[src/rtl/fo_track_loop.sv]
module fo_track_loop #(
  parameter int W = 16,
  parameter int F = 4
) (
  input  logic                clk,
  input  logic                rst,
  input  logic                restart,
  input  logic                sample_valid,
  input  logic signed [W-1:0] sample_err,
  input  logic                sync_found,
  input  logic                carrier_sense,
  input  logic                ook_mode,
  input  logic                cs_gate_en,
  input  logic [1:0]          limit_sel,
  input  logic [1:0]          gain_acq,
  input  logic [1:0]          gain_trk,
  input  logic [W-1:0]        chan_bw,
  output logic signed [W-1:0] offset_est
);
  localparam int AW = W + F + 2;

  logic signed [AW-1:0] acc, in_ext, diff, step, sum, lim_pos, lim_neg;
  logic [W-1:0] lim;
  logic [2:0]   shamt;
  logic         tracking, cs_seen, enabled, may_update;

  assign enabled    = !ook_mode && (limit_sel != 2'd0);
  assign may_update = sample_valid && (!cs_gate_en || carrier_sense || cs_seen);
  assign shamt      = 3'd2 + {1'b0, (tracking ? gain_trk : gain_acq)};
  assign lim        = chan_bw >> (3'd4 - {1'b0, limit_sel});

  assign in_ext  = {{2{sample_err[W-1]}}, sample_err, {F{1'b0}}};
  assign diff    = in_ext - acc;
  assign step    = diff >>> shamt;
  assign sum     = acc + step;
  assign lim_pos = $signed({2'b00, lim, {F{1'b0}}});
  assign lim_neg = -lim_pos;

  always_ff @(posedge clk) begin
    if (rst || restart) begin
      acc      <= '0;
      tracking <= 1'b0;
      cs_seen  <= 1'b0;
    end else begin
      if (sync_found)    tracking <= 1'b1;
      if (carrier_sense) cs_seen  <= 1'b1;
      if (!enabled)
        acc <= '0;
      else if (may_update) begin
        if (sum > lim_pos)      acc <= lim_pos;
        else if (sum < lim_neg) acc <= lim_neg;
        else                    acc <= sum;
      end
    end
  end

  assign offset_est = acc[F+W-1:F];
endmodule


[config.mk]
export PLATFORM = sky130hd
export DESIGN_NAME = fo_track_loop
export DESIGN_NICKNAME = d
export VERILOG_FILES = /design/src/rtl/fo_track_loop.sv
export SDC_FILE = /design/constraint.sdc
export NUM_CORES = 1
export LEC_CHECK = 0
export BUFFER_PORTS_ARGS = -buffer_cell sky130_fd_sc_hd__buf_2
export CORE_MARGIN = 2
export CORE_UTILIZATION = 62
export DETAILED_ROUTE_END_ITERATION = 7
export PLACE_DENSITY = 0.92
export SYNTH_ARGS = -nofsm -noshare
export SYNTH_HDL_FRONTEND = slang
export SYNTH_SLANG_ARGS = --single-unit
[constraint.sdc]
create_clock -name clk -period 8.4 [get_ports clk]
set_input_delay 0.42 -clock clk [delete_from_list [all_inputs] [get_ports clk]]
set_output_delay 0.42 -clock clk [all_outputs]
set_load 0.05 [all_outputs]
# --- Word level (Yosys, flattened, before mapping) ---
# Cells that the tools add are included.
totals:
  output_inout_bits: 16
  word_cells: 25
  register_bits: 24
classes:
  bitwise: 1
  n_shift: 2
  n_lt_le_gt_ge: 2
  n_reduce_logical: 9
  n_mux: 3
  addsub: 5
ops:
  columns: ["op", "count"]
  rows:
  - ["22-bit 2-to-1 mux", 2]
  - ["22-bit adder", 1]
  - ["22-bit by 21-bit greater-than comparator with 1-bit output", 1]
  - ["22-bit < comparator", 1]
  - ["20-bit negator with 22-bit output", 1]
  - ["22-bit by 3-bit >>> shifter with 22-bit output", 1]
  - ["20-bit by 22-bit subtractor with 22-bit output", 1]
  - ["16-bit by 3-bit >> shifter with 16-bit output", 1]
  - ["2-bit by 2-bit adder with 3-bit output (first input constant)", 1]
  - ["1-bit logical OR", 3]
  - ["3-bit by 2-bit subtractor with 3-bit output (first input constant)", 1]
  - ["1-bit logical AND", 2]
  - ["1-bit logical NOT", 2]
  - ["2-bit 2-to-1 mux", 1]
  - ["2-bit nonzero test", 1]
  - ["2-bit OR reduction", 1]
  - ["1-bit NOT", 1]

# --- Logic depth before layout (Yosys ltp) ---
logic_depth:
  ltp_word: 7
  mapped_depth: 32
  depth_no_buf: 31

# --- Least setup slack after synthesis ---
# OpenSTA, ideal clock, no wires.
synth_path:
  path_kind: "in2reg"
  startpoint: "input sample_err[4]"
  endpoint: "register acc[10]"
  cell_stages: 28
  setup_time_ns: 0.122
  arrival_time_ns: 6.151
  setup_slack_ns: 2.127
  path_cell_list: "ha_1 -> a211oi_1 -> nor2_1 -> or4_1 -> a21oi_1 -> o31ai_1 -> a21o_1 -> a21oi_1 -> mux2_2 -> a21oi_1 -> mux2_2 -> ha_1 -> nand2_1 -> a21oi_1 -> a221o_1 -> a311oi_1 -> nand2b_1 -> xor2_1 -> ha_1 -> nand3_1 -> or4b_2 -> nor4_1 -> o2111ai_1 -> nand3_1 -> o21a_4 -> buf_6 -> nor3_1 -> a221o_1"
synth_via:
  elab_chain_len: 6
synth_lines:
  columns: ["item", "line", "rtl"]
  rows:
  - ["start: declaration", "9", "input logic signed [W-1:0] sample_err,"]
  - ["20-bit by 22-bit subtractor with 22-bit output (*)", "33", "assign diff = in_ext - acc;"]
  - ["22-bit by 3-bit >>> shifter with 22-bit output (*)", "34", "assign step = diff >>> shamt;"]
  - ["22-bit adder (*)", "35", "assign sum = acc + step;"]
  - ["22-bit < comparator", "51", "else if (sum < lim_neg) acc <= lim_neg;"]
  - ["22-bit 2-to-1 mux", "51", null]
  - ["22-bit 2-to-1 mux (*)", "50", "if (sum > lim_pos) acc <= lim_pos;"]
  - ["end signal: assignment", "50", null]
  - ["end signal: assignment", "51", null]
  - ["end signal: assignment", "52", "else acc <= sum;"]
  - ["end: declaration", "22", "logic signed [AW-1:0] acc, in_ext, diff, step, sum, lim_pos, lim_neg;"]
# Every way passes the cells marked *; elsewhere a longest branch is shown, timed or not.
# A chain may end at the register's enable or synchronous reset.

# --- Final worst setup path ---
layout_path:
  startpoint: "register acc[6]"
  endpoint: "register acc[2]"
layout_via:
  elab_chain_len: 6
layout_lines:
  columns: ["item", "line"]
  rows:
  - ["20-bit by 22-bit subtractor with 22-bit output", "33"]
  - ["22-bit by 3-bit >>> shifter with 22-bit output", "34"]
  - ["22-bit adder (*)", "35"]
  - ["22-bit < comparator", "51"]
  - ["22-bit 2-to-1 mux", "51"]
  - ["22-bit 2-to-1 mux (*)", "50"]
# Marked as above.

==> results.md <==
- Clk pwr share: between 10% and 20%
- FF-to-FF path depth: 25
- P&R area growth vs syn: 3.96%
- Library cells used by synthesis: 85
- Leakage: 2.58 nW
- PD cells: between 100 and 150 nW/um^2
- CTS Root Buffer Type: clkbuf_8
- 1st-iter DRT viols: around 340
- Clock tree from TritonCTS: done
- Worst endpoint required time: 8610 ps
- Async S/R FF share, synth: 0%
- Critical path arrival: between 7000 and 8000 ps
- I/O pins: 62
- # rows: 35
- Routed vias: about 5800
- Worst path max stage delay: roughly 800 ps
- Period utilisation layout: between 80% and 90%
- Synth Instances: ~750
- Initial cell density of the core: 63.1%
- Post-Route WL: 14800 microns
- First-pass GRT wire length: ~24000 microns
- YS warnings: 0
- Unrepaired setup endpoints after global routing: false
- Crit Path Class: flop to flop
- GPL Wtd Cong: 1.03
- Multi-input logic area: between 4000 and 5000 sq um
- Setup TNS: 0 ps
- Slew Limit Fails: 0
- Relative slew slack: a little over a third
- Post-CTS Resized: 0
- Register Area: 480 sq um
- Die ar.: 10100 sq um
- Slowest cell on the critical path: a41oi_2
- Clk pin slew, worst setup/hold paths: ~80 ps
- Synth Net Count: a little under 900
- Vias per std cell: roughly 6.7
- Fin nets: around 890
- Max rail drop VDD: 82.1 uV
- Num CTS Buffers: 3
- Pin count of the biggest net entering global routing: 34
- Crit-path most repeated cell: o21ai_0
- GRT Total Usage: roughly 29%
- Min cycle time layout: 7440 ps
- TritonRoute pass-1 iters: 5
- Comb power frac: approximately 73%
- Final Power: 821 uW
- Wire per inst: 17.0 microns
- Layout cells sized above 1: 16.5%
- Vias in the first global route: between 5000 and 6000
- Psw: about 390 uW
- Switching Share: between 40 and 50%
- Chip Height: 101 microns
- Fillers: approximately 780
- Number of port buffers: between 60 and 70
- Sequential fraction of the synthesis area: slightly above 8%
- Largest fanout on the critical path: 21
- Critical path startpoint category: flop
- Diodes inserted: 0
- Core Area: 9150 sq um
- Share of power burned in registers: between 10% and 20%
- Setup violators final: 0
- #FFs+latches synth: 24
- Grt ovf: 0
- Post-CTS setup buffers: 0
- Hold Vio Cnt, Final: 0
- Fmax: roughly 130 MHz
- DRT antenna net count: 0
- Clk_lat worst skew: roughly 270 ps
- Initial antenna violation count: 0
- Worst slew pin tran: 979 ps
- Residual DRC: 0
- Max-cap violations: 0
- Synth Flop Type: dfxtp_1
- Clock sinks: 24
- Hold Crit Class: input port to flop
- Mapped Avg Cell Area: roughly 7.8 sq um
- Int Power: about 430 uW
- Max Root-Sink Buffers: 2
- Number of synthesized flops with an enable pin: 0
- Hold depth: 2
- Hold_buf cts: 0
- Mapped cell area: around 5800 sq um
- Outcome: finished, final reports clean
- Setup crit end kind: flop
- H-tree level count: 1
- Post-detail-place hpwl: ~12000 microns
- Clock Skews: roughly 2.8 ps
- Die extent in x: roughly 100 microns
## final timing paths
path                                              to                 start  slack [ps]
worst max register to register   acc[2]$_SDFFE_PP0P_   acc[6]$_SDFFE_PP0P_         960
worst min-delay path            cs_seen$_SDFFE_PP0P_                   rst         320
worst min register to register  cs_seen$_SDFFE_PP0P_  cs_seen$_SDFFE_PP0P_         520
worst max-delay path             acc[2]$_SDFFE_PP0P_   acc[6]$_SDFFE_PP0P_         960
## cell usage in the layout (no fill, tap or decap), drive strengths merged, types with 4 or more instances in the layout
master	count
a211o	5
a211oi	9
a21o	17
a21oi	53
a221o	6
a311oi	4
a31oi	6
and2	12
and3	7
buf	66
dfxtp	24
ha	74
inv	36
mux2	14
mux2i	30
mux4	14
nand2	68
nand2b	16
nand3	14
nand3b	5
nand4	12
nor2	49
nor2b	11
nor3	16
o211ai	16
o21a	6
o21ai	49
o22ai	4
o311a	4
o311ai	8
o31ai	5
or2	6
or3	9
or4	4
xnor2	18
xor2	20
## cells in the mapped netlist, drive strengths merged (7+ instances only)
library cell  count  area share (%)
a211oi            9             1.3
a21o             17             2.2
a21oi            53             4.7
and2             12             1.3
and3              7            0.76
buf              33             4.0
clkbuf           19             1.8
dfxtp            24             8.3
ha               74              16
inv              36             2.3
mux2             14             2.7
mux2i            30             5.3
mux4             14             5.5
nand2            68             4.4
nand2b           16             1.7
nand3            14             1.2
nand4            12             1.3
nor2             49             3.2
nor2b            11             1.2
nor3             16             1.4
o211ai           16             2.1
o21ai            49             4.2
o311ai            8             1.2
or3               9             1.0
xnor2            18             2.7
xor2             20             3.0
## area by class of cell
type | count | share of cell area [%]
multi-input combinational | 633 | 80.5
sequential | 24 | 8.00
timing repair buffer | 66 | 5.71
tap | 111 | 2.31
inverter | 36 | 2.25
clock buffer | 3 | 0.687
clock inverter | 1 | 0.500
## cell families after synthesis
| kind of cell | synth area share (%) |
|---|---|
| flip-flops | 8.31 |
| buffers and inverters | 8.14 |
| multiplexers | 13.5 |
| XOR/XNOR | 5.76 |
| AO/OA/AOI/OAI | 26.4 |
| AND/OR/NAND/NOR | 21.3 |
| adder cells (fa/ha/maj) | 16.6 |
## power groups by stage
stage,Clock [mW],Sequential (mW),Combinational (mW)
after floorplan,0,0.123,0.474
after global placement,0,0.125,0.560
after detailed placement,0,0.125,0.582
after CTS,0.102,0.122,0.586
after global routing,0.106,0.123,0.654
final,0.102,0.122,0.597
## sequential cells by signal, summed over array words and instances (netlist names)
register,count
tracking,1
acc,22
cs_seen,1
## per-stage QoR
step           cell area [sq um]  hold WS (ps)  util, %  setup WS [ps]  cells
2_1_floorplan               5780           470        -           2130    745
3_3_place_gp                5940           488     64.9           1180    870
3_5_place_dp                5940           505     64.9           1080    870
4_1_cts                     6010           331     65.6           1100    874
5_1_grt                     6010           336     65.6            482    874
6_report                    6010           322     65.6            960    874
## metal layers
| metal | GRT usage, % | vias to the layer above | wire length [microns] | share of wire (%) |
|---|---|---|---|---|
| met1 | 37.7 | 2697 | 6370 | 43 |
| li1 | - | 2823 | - | - |
| met2 | 50.4 | 276 | 7000 | 47 |
| met4 | 12.2 | 0 | 607 | 4.1 |
| met5 | 0 | - | 0 | 0 |
| met3 | 1.60 | 49 | 865 | 5.8 |
## worst max-delay path, delay by kind of cell (launching register included)
kind / cells / cell delay [ps]
xor gates and xnor gates: 1 / 360
muxes: 1 / 160
and+or+nand+nor: 4 / 890
adders and majority gates: 3 / 950
DFF: 1 / 430
AOI/OAI and AO/OA: 15 / 4510
buffers and inverters: 1 / 70
Note: power is estimated with default switching activity, not from simulation.
